==> config.mk <==
export PLATFORM = sky130hd
export DESIGN_NAME = trig_csr_bank
export DESIGN_NICKNAME = d
export VERILOG_FILES = /design/src/rtl/trig_pkg.sv /design/src/rtl/trig_csr_decode.sv /design/src/rtl/trig_sel_reg.sv /design/src/rtl/trig_slot.sv /design/src/rtl/trig_path_or.sv /design/src/rtl/trig_csr_bank.sv
export SDC_FILE = /design/constraint.sdc
export NUM_CORES = 1
export LEC_CHECK = 0
export BUFFER_PORTS_ARGS = -buffer_cell sky130_fd_sc_hd__buf_2
export CORE_ASPECT_RATIO = 0.8
export CORE_MARGIN = 4
export CORE_UTILIZATION = 56
export CTS_BUF_LIST = sky130_fd_sc_hd__clkbuf_4 sky130_fd_sc_hd__clkbuf_8
export CTS_CLUSTER_DIAMETER = 60
export DETAILED_ROUTE_END_ITERATION = 6
export PLACE_DENSITY_LB_ADDON = 0.1
export SLEW_MARGIN = 25
export SYNTH_ARGS = -nofsm -noshare
export SYNTH_HDL_FRONTEND = slang
export SYNTH_SLANG_ARGS = --single-unit
export TNS_END_PERCENT = 20
==> constraint.sdc <==
create_clock -name clk -period 3.35 [get_ports clk]
set_clock_uncertainty 0.05 [all_clocks]
set_input_delay 1.005 -clock clk [delete_from_list [all_inputs] [get_ports clk]]
set_output_delay 1.005 -clock clk [all_outputs]
set_load 0.01 [all_outputs]
==> src/rtl/trig_pkg.sv <==
package trig_pkg;

    typedef enum logic [2:0] {
        ACC_NONE,
        ACC_SEL,
        ACC_CTL,
        ACC_CMP,
        ACC_AUX
    } acc_kind_e;

    // Low part of a trigger control word: fields in bit order [19:0]
    typedef struct packed {
        logic       dmode;
        logic       sel_data;
        logic       timing;
        logic [5:0] action;
        logic       chain;
        logic [3:0] match_kind;
        logic       priv_m;
        logic       priv_h;
        logic       priv_s;
        logic       priv_u;
        logic       on_exec;
        logic       on_store;
        logic       on_load;
    } trig_ctl_t;

    localparam int unsigned LOW_W          = 20;
    localparam logic [3:0]  TRIG_KIND_ADDR = 4'd2;

    function automatic trig_ctl_t ctl_from_word(input logic dm, input logic [LOW_W-1:0] low);
        trig_ctl_t c;
        c.dmode      = dm;
        c.sel_data   = low[19];
        c.timing     = low[18];
        c.action     = low[17:12];
        c.chain      = low[11];
        c.match_kind = low[10:7];
        c.priv_m     = low[6];
        c.priv_h     = low[5];
        c.priv_s     = low[4];
        c.priv_u     = low[3];
        c.on_exec    = low[2];
        c.on_store   = low[1];
        c.on_load    = low[0];
        // access-type override: load has the last word
        if (c.on_exec) c.timing = 1'b0;
        if (c.on_load) c.timing = 1'b1;
        return c;
    endfunction

    function automatic logic [LOW_W-1:0] ctl_low(input trig_ctl_t c);
        return {c.sel_data, c.timing, c.action, c.chain, c.match_kind,
                c.priv_m, c.priv_h, c.priv_s, c.priv_u,
                c.on_exec, c.on_store, c.on_load};
    endfunction

endpackage

==> src/rtl/trig_csr_decode.sv <==
module trig_csr_decode
    import trig_pkg::*;
#(
    parameter int unsigned       ADDR_W   = 12,
    parameter logic [ADDR_W-1:0] SEL_ADDR = 12'h7A0,
    parameter logic [ADDR_W-1:0] CTL_ADDR = 12'h7A1,
    parameter logic [ADDR_W-1:0] CMP_ADDR = 12'h7A2,
    parameter logic [ADDR_W-1:0] AUX_ADDR = 12'h7A3
) (
    input  logic              req_valid,
    input  logic [ADDR_W-1:0] req_addr,
    output acc_kind_e         kind
);
    always_comb begin
        kind = ACC_NONE;
        if (req_valid) begin
            if (req_addr == SEL_ADDR)      kind = ACC_SEL;
            else if (req_addr == CTL_ADDR) kind = ACC_CTL;
            else if (req_addr == CMP_ADDR) kind = ACC_CMP;
            else if (req_addr == AUX_ADDR) kind = ACC_AUX;
        end
    end
endmodule

==> src/rtl/trig_sel_reg.sv <==
module trig_sel_reg #(
    parameter int unsigned XLEN     = 32,
    parameter int unsigned NUM_TRIG = 4,
    parameter int unsigned SEL_W    = 2
) (
    input  logic             clk,
    input  logic             rst_n,
    input  logic             wr_en,
    input  logic [XLEN-1:0]  wdata,
    output logic [SEL_W-1:0] sel_q
);
    logic accept;

    // full-width compare: wide values must not alias into range
    always_comb begin
        accept = wr_en && (wdata < XLEN'(NUM_TRIG));
    end

    always_ff @(posedge clk or negedge rst_n) begin
        if (!rst_n)      sel_q <= '0;
        else if (accept) sel_q <= wdata[SEL_W-1:0];
    end
endmodule

==> src/rtl/trig_slot.sv <==
module trig_slot
    import trig_pkg::*;
#(
    parameter int unsigned XLEN = 32
) (
    input  logic             clk,
    input  logic             rst_n,
    input  logic             ctl_wr,
    input  logic             cmp_wr,
    input  logic             wr_dmode,
    input  logic [LOW_W-1:0] wr_low,
    input  logic [XLEN-1:0]  wr_data,
    output trig_ctl_t        ctl_q,
    output logic [XLEN-1:0]  cmp_q
);
    always_ff @(posedge clk or negedge rst_n) begin
        if (!rst_n) begin
            ctl_q <= '0;
            cmp_q <= '0;
        end else begin
            if (ctl_wr) ctl_q <= ctl_from_word(wr_dmode, wr_low);
            if (cmp_wr) cmp_q <= wr_data;
        end
    end
endmodule

==> src/rtl/trig_path_or.sv <==
module trig_path_or #(
    parameter int unsigned NUM_TRIG = 4
) (
    input  logic [NUM_TRIG-1:0] exec_bits,
    input  logic [NUM_TRIG-1:0] load_bits,
    input  logic [NUM_TRIG-1:0] store_bits,
    output logic                fetch_en,
    output logic                load_en,
    output logic                store_en
);
    always_comb begin
        fetch_en = |exec_bits;
        load_en  = |load_bits;
        store_en = |store_bits;
    end
endmodule

==> src/rtl/trig_csr_bank.sv <==
module trig_csr_bank
    import trig_pkg::*;
#(
    parameter int unsigned       XLEN        = 32,
    parameter int unsigned       NUM_TRIG    = 4,
    parameter int unsigned       ADDR_W      = 12,
    parameter logic [ADDR_W-1:0] SEL_ADDR    = 12'h7A0,
    parameter logic [ADDR_W-1:0] CTL_ADDR    = 12'h7A1,
    parameter logic [ADDR_W-1:0] CMP_ADDR    = 12'h7A2,
    parameter logic [ADDR_W-1:0] AUX_ADDR    = 12'h7A3,
    parameter logic [5:0]        MASKMAX_VAL = 6'd0
) (
    input  logic              clk,
    input  logic              rst_n,
    input  logic              req_valid,
    input  logic              req_write,
    input  logic [ADDR_W-1:0] req_addr,
    input  logic [XLEN-1:0]   req_wdata,
    input  logic              req_dbg,
    output logic [XLEN-1:0]   rsp_rdata,
    output logic              rsp_illegal,
    output logic              fetch_chk_en,
    output logic              load_chk_en,
    output logic              store_chk_en
);
    localparam int unsigned SEL_W     = (NUM_TRIG > 1) ? $clog2(NUM_TRIG) : 1;
    localparam int unsigned KIND_LSB  = XLEN - 4;
    localparam int unsigned DMODE_BIT = XLEN - 5;
    localparam int unsigned MASK_LSB  = XLEN - 11;

    acc_kind_e           kind;
    logic [SEL_W-1:0]    sel_q;
    trig_ctl_t           ctl_q [NUM_TRIG];
    logic [XLEN-1:0]     cmp_q [NUM_TRIG];
    logic [NUM_TRIG-1:0] exec_bits;
    logic [NUM_TRIG-1:0] load_bits;
    logic [NUM_TRIG-1:0] store_bits;
    logic [NUM_TRIG-1:0] timing_bits;

    trig_ctl_t           cur_ctl;
    logic [XLEN-1:0]     cur_cmp;
    logic                cur_hit;
    logic                locked_wr;
    logic                sel_wr;
    logic                ctl_wr_ok;
    logic                cmp_wr_ok;
    logic [XLEN-1:0]     ctl_word;

    trig_csr_decode #(
        .ADDR_W  (ADDR_W),
        .SEL_ADDR(SEL_ADDR),
        .CTL_ADDR(CTL_ADDR),
        .CMP_ADDR(CMP_ADDR),
        .AUX_ADDR(AUX_ADDR)
    ) u_dec (
        .req_valid(req_valid),
        .req_addr (req_addr),
        .kind     (kind)
    );

    // selected trigger view; an index with no slot yields zeros
    always_comb begin
        cur_ctl = '0;
        cur_cmp = '0;
        cur_hit = 1'b0;
        for (int i = 0; i < NUM_TRIG; i++) begin
            if (sel_q == SEL_W'(i)) begin
                cur_ctl = ctl_q[i];
                cur_cmp = cmp_q[i];
                cur_hit = 1'b1;
            end
        end
    end

    always_comb begin
        locked_wr = req_write && (kind == ACC_CTL) && cur_ctl.dmode && !req_dbg;
        sel_wr    = req_write && (kind == ACC_SEL);
        ctl_wr_ok = req_write && (kind == ACC_CTL) && !locked_wr;
        cmp_wr_ok = req_write && (kind == ACC_CMP);
    end

    always_comb begin
        ctl_word = '0;
        if (cur_hit) begin
            ctl_word[XLEN-1:KIND_LSB]       = TRIG_KIND_ADDR;
            ctl_word[DMODE_BIT]             = cur_ctl.dmode;
            ctl_word[MASK_LSB+5:MASK_LSB]   = MASKMAX_VAL;
            ctl_word[LOW_W-1:0]             = ctl_low(cur_ctl);
        end
    end

    trig_sel_reg #(
        .XLEN    (XLEN),
        .NUM_TRIG(NUM_TRIG),
        .SEL_W   (SEL_W)
    ) u_sel (
        .clk  (clk),
        .rst_n(rst_n),
        .wr_en(sel_wr),
        .wdata(req_wdata),
        .sel_q(sel_q)
    );

    for (genvar g = 0; g < NUM_TRIG; g++) begin : g_slot
        logic hit_g;
        assign hit_g = (sel_q == SEL_W'(g));

        trig_slot #(.XLEN(XLEN)) u_slot (
            .clk     (clk),
            .rst_n   (rst_n),
            .ctl_wr  (ctl_wr_ok && hit_g),
            .cmp_wr  (cmp_wr_ok && hit_g),
            .wr_dmode(req_wdata[DMODE_BIT]),
            .wr_low  (req_wdata[LOW_W-1:0]),
            .wr_data (req_wdata),
            .ctl_q   (ctl_q[g]),
            .cmp_q   (cmp_q[g])
        );

        assign exec_bits[g]   = ctl_q[g].on_exec;
        assign load_bits[g]   = ctl_q[g].on_load;
        assign store_bits[g]  = ctl_q[g].on_store;
        assign timing_bits[g] = ctl_q[g].timing;
    end

    trig_path_or #(.NUM_TRIG(NUM_TRIG)) u_or (
        .exec_bits (exec_bits),
        .load_bits (load_bits),
        .store_bits(store_bits),
        .fetch_en  (fetch_chk_en),
        .load_en   (load_chk_en),
        .store_en  (store_chk_en)
    );

    // output process: read data by access kind
    always_comb begin
        rsp_illegal = locked_wr;
        rsp_rdata   = '0;
        if (!locked_wr) begin
            unique case (kind)
                ACC_SEL:  rsp_rdata = XLEN'(sel_q);
                ACC_CTL:  rsp_rdata = ctl_word;
                ACC_CMP:  rsp_rdata = cur_cmp;
                ACC_AUX:  rsp_rdata = '0;
                ACC_NONE: rsp_rdata = '0;
                default:  rsp_rdata = '0;
            endcase
        end
    end
endmodule

==> impl_metrics.json <==
{
  "status": "finished with violations",
  "failed_checks": "setup timing",
  "grt_overflow": 0,
  "synthFlopType": "dfrtp_1",
  "worstSkewPairLatency_ps": 500,
  "antennaDiodeCount": 0,
  "dieArea_sq_mm": 0.01995,
  "drc_errors": 0,
  "fp.coreArea_sq_mm": 0.01738,
  "dp_hpwl_um": 14640,
  "r2r_cells": 5,
  "hold_viol": 0,
  "worstSetupPathDepth": 8,
  "critPathKind": "input pin to output port",
  "yosysSeqAreaShare_pct": 53.89,
  "irDropWorstVdd_mv": 0.3089,
  "nNetsFinal": 809,
  "cts_made_buffers": 35,
  "cap_viol_max_count": 0,
  "die_w_um": 156.9,
  "syn_area_per_cell_sq_um": 15.53,
  "cts.sink_count": 214,
  "yosys.area.top_type_share_pct": 53.89,
  "regToRegSetupSlack_ps": 1210,
  "vias": 6093,
  "start_util_pct": 57.18,
  "cpMostUsedCell": "buf_6",
  "h-tree-depth": 2,
  "postRouteAntennaNets": 0,
  "synth_mux_area_share_pct": 37.46,
  "path_cells": "buf_6 > or3b_4 > nor4b_4 > buf_6 > buf_12 > a22oi_1 > nor2_1 > buf_2",
  "crit_path_max_fanout": 10,
  "ios": 85,
  "synth_top_family_by_area": "multiplexers",
  "slowest_stage": "or3b_4",
  "synthAdderAreaFrac_pct": 0,
  "syn_nets": 689,
  "crit_buf_inv": 4,
  "power_density_mw_per_mm2": 426.6,
  "cts_tree": "done",
  "synth_area_leaders": "dfrtp_1 (54%), mux2_2 (21%), mux4_2 (12%)",
  "rows": 43,
  "clockBufferDepth": 3,
  "finalSetupViolCount": 33,
  "end_kind": "output port",
  "wl_per_cell_um": 22.60,
  "layout_commonest_cell": "dfrtp_1",
  "yosys_warnings": 0,
  "place_ws_ps": -231.3,
  "synth_seq_cells": 214,
  "synth_compound_gate_area_share_pct": 1.977,
  "rr_endpoint": "g_slot[2].u_slot.cmp_q[7]",
  "fin_crit_ps": 3513,
  "rsz0062_at_grt": "yes",
  "slew_headroom_pct": 63.85,
  "crit_arrival_ps": 2460,
  "drtIter0Drc": 302,
  "track_usage_pct": 23.77,
  "numPortBuffers": 84,
  "fin_ws_ps": -162.7,
  "final_cell_mix": "dfrtp_1 (212), mux2_2 (183), buf_2 (81)",
  "synth_cell_types": 36,
  "drive_gt1_share_pct": 59.36,
  "slowest_delay_ps": 430,
  "start_kind": "input pin",
  "synthArstFlopShare_pct": 100.0,
  "synthesis.area_sq_mm": 0.009937,
  "cp_top_family": "simple AND/OR/NAND/NOR gates",
  "firstDrtPassIters": 4,
  "synth_simple_gate_area_share_pct": 4.331,
  "antenna_found_initial": 1,
  "report.final.slew_viol_count": 0,
  "place_inst": 939,
  "die_h_um": 127.1,
  "clockRootBuffer": "clkbuf_8",
  "postSynthCellCount": 640,
  "avgViaCountPerCell": 6.063,
  "startpoint": "req_addr[3]",
  "synth_edf_count": 0,
  "max_freq_mhz": 284.7,
  "cp_data_required_time_ps": 2290,
  "hp-class": "input pin to asynchronous set/reset pin",
  "routabilityCongestion": 0.8570,
  "worst_pin_slew_ps": 537.3,
  "endpoint": "rsp_rdata[16]",
  "synth_xor_area_share_pct": 0,
  "cts_hold_buf": 0,
  "reg2reg_from": "u_sel.sel_q[0]",
  "synth_largest_area_cell": "dfrtp_1",
  "fin_tns_setup_ps": -3206,
  "finalWirelength_um": 22720,
  "p_leak_nw": 5.862,
  "grt_max_degree": 63,
  "grt_pass1_wl_um": 36990,
  "instances_no_fill": 1005,
  "syn_to_final_growth_pct": 18.01,
  "grt_pass1_vias": 6537,
  "fin_crit_sh_pct": 104.9,
  "cts.clk_slew.worst_paths_ps": 60
}
## report_power, final
group          internal [mW]  leakage (nW)  total (mW)  switching (mW)
clock network           1.27         0.368        2.25           0.979
logic                 0.0438          2.51       0.162           0.118
registers               2.59          2.99        2.59        0.000769
## final cells by class
type	instances	area [sq um]
inverter	6	22.52
tap	225	281.5
timing repair buffer	128	948.4
clock buffer	54	674.4
fill	1204	5652
sequential	214	5360
multi-input combinational	375	4418
clock inverter	3	21.27
## metrics by stage
step / total power, mW / util (%) / hold WS, ps / instance area, sq um
final: 5.003 / 67.48 / 423.8 / 11730
after global routing: 5.209 / 67.48 / 445.4 / 11730
after CTS: 5.070 / 67.41 / 434.4 / 11710
after detailed placement: 2.793 / 62.46 / 436.6 / 10850
after global placement: 2.786 / 62.46 / 417.4 / 10850
after floorplan: 2.659 / - / 402.6 / 9951
## flip-flops by register name (all words and copies together) (netlist names)
| signal | flops |
|---|---|
| g_slot.u_slot.cmp_q | 128 |
| g_slot.u_slot.ctl_q | 84 |
| u_sel.sel_q | 2 |
## synth_stat cells (all sizes together) (4+ instances only)
cell type and number:
clkbuf 25, dfrtp 214, and2 10, nor2 20
mux2i 4, a21oi 4, mux2 215, mux4 51
nand2 10, nand4 4, buf 20, a22oi 19
or4 4, inv 6, nor4 11, nand3 5
## logic make-up after synthesis
group | Yosys count
mux | 270
buf+inv | 51
simple gates | 77
compound gates | 28
flops | 214
## how the worst min path moves through the flow
stage               slack, ps                         end  depth (start not counted)                        from
floorplan                 400   g_slot[3].u_slot.cmp_q[2]                          1   g_slot[3].u_slot.cmp_q[2]
global placement          420  g_slot[3].u_slot.cmp_q[31]                          1  g_slot[3].u_slot.cmp_q[31]
detailed placement        440  g_slot[3].u_slot.cmp_q[31]                          1  g_slot[3].u_slot.cmp_q[31]
CTS                       430  g_slot[3].u_slot.cmp_q[24]                          1                       rst_n
global route              450  g_slot[0].u_slot.cmp_q[24]                          1                       rst_n
finish                    420  g_slot[1].u_slot.cmp_q[24]                          1                       rst_n
## repair_timing
action / 4_1_cts / 5_1_grt
cloned: 2 / 0
pin swaps: 4 / 0
setup endpoints to repair: 31 / 33
hold endpoints to repair: 0 / 0
setup buffers: 7 / 0
gates resized for setup: 15 / 3
## per-layer routing
| metal | routed length [um] | track usage (%) | share of wire [%] | vias up |
|---|---|---|---|---|
| li1 | - | - | - | 2661 |
| met1 | 10320 | 35.36 | 45 | 3217 |
| met2 | 10800 | 37.13 | 48 | 169 |
| met3 | 1204 | 4.301 | 5.3 | 44 |
| met4 | 387 | 5.510 | 1.7 | 2 |
| met5 | 13 | 0 | 0.057 | - |
(Power assumes the default switching activity.)
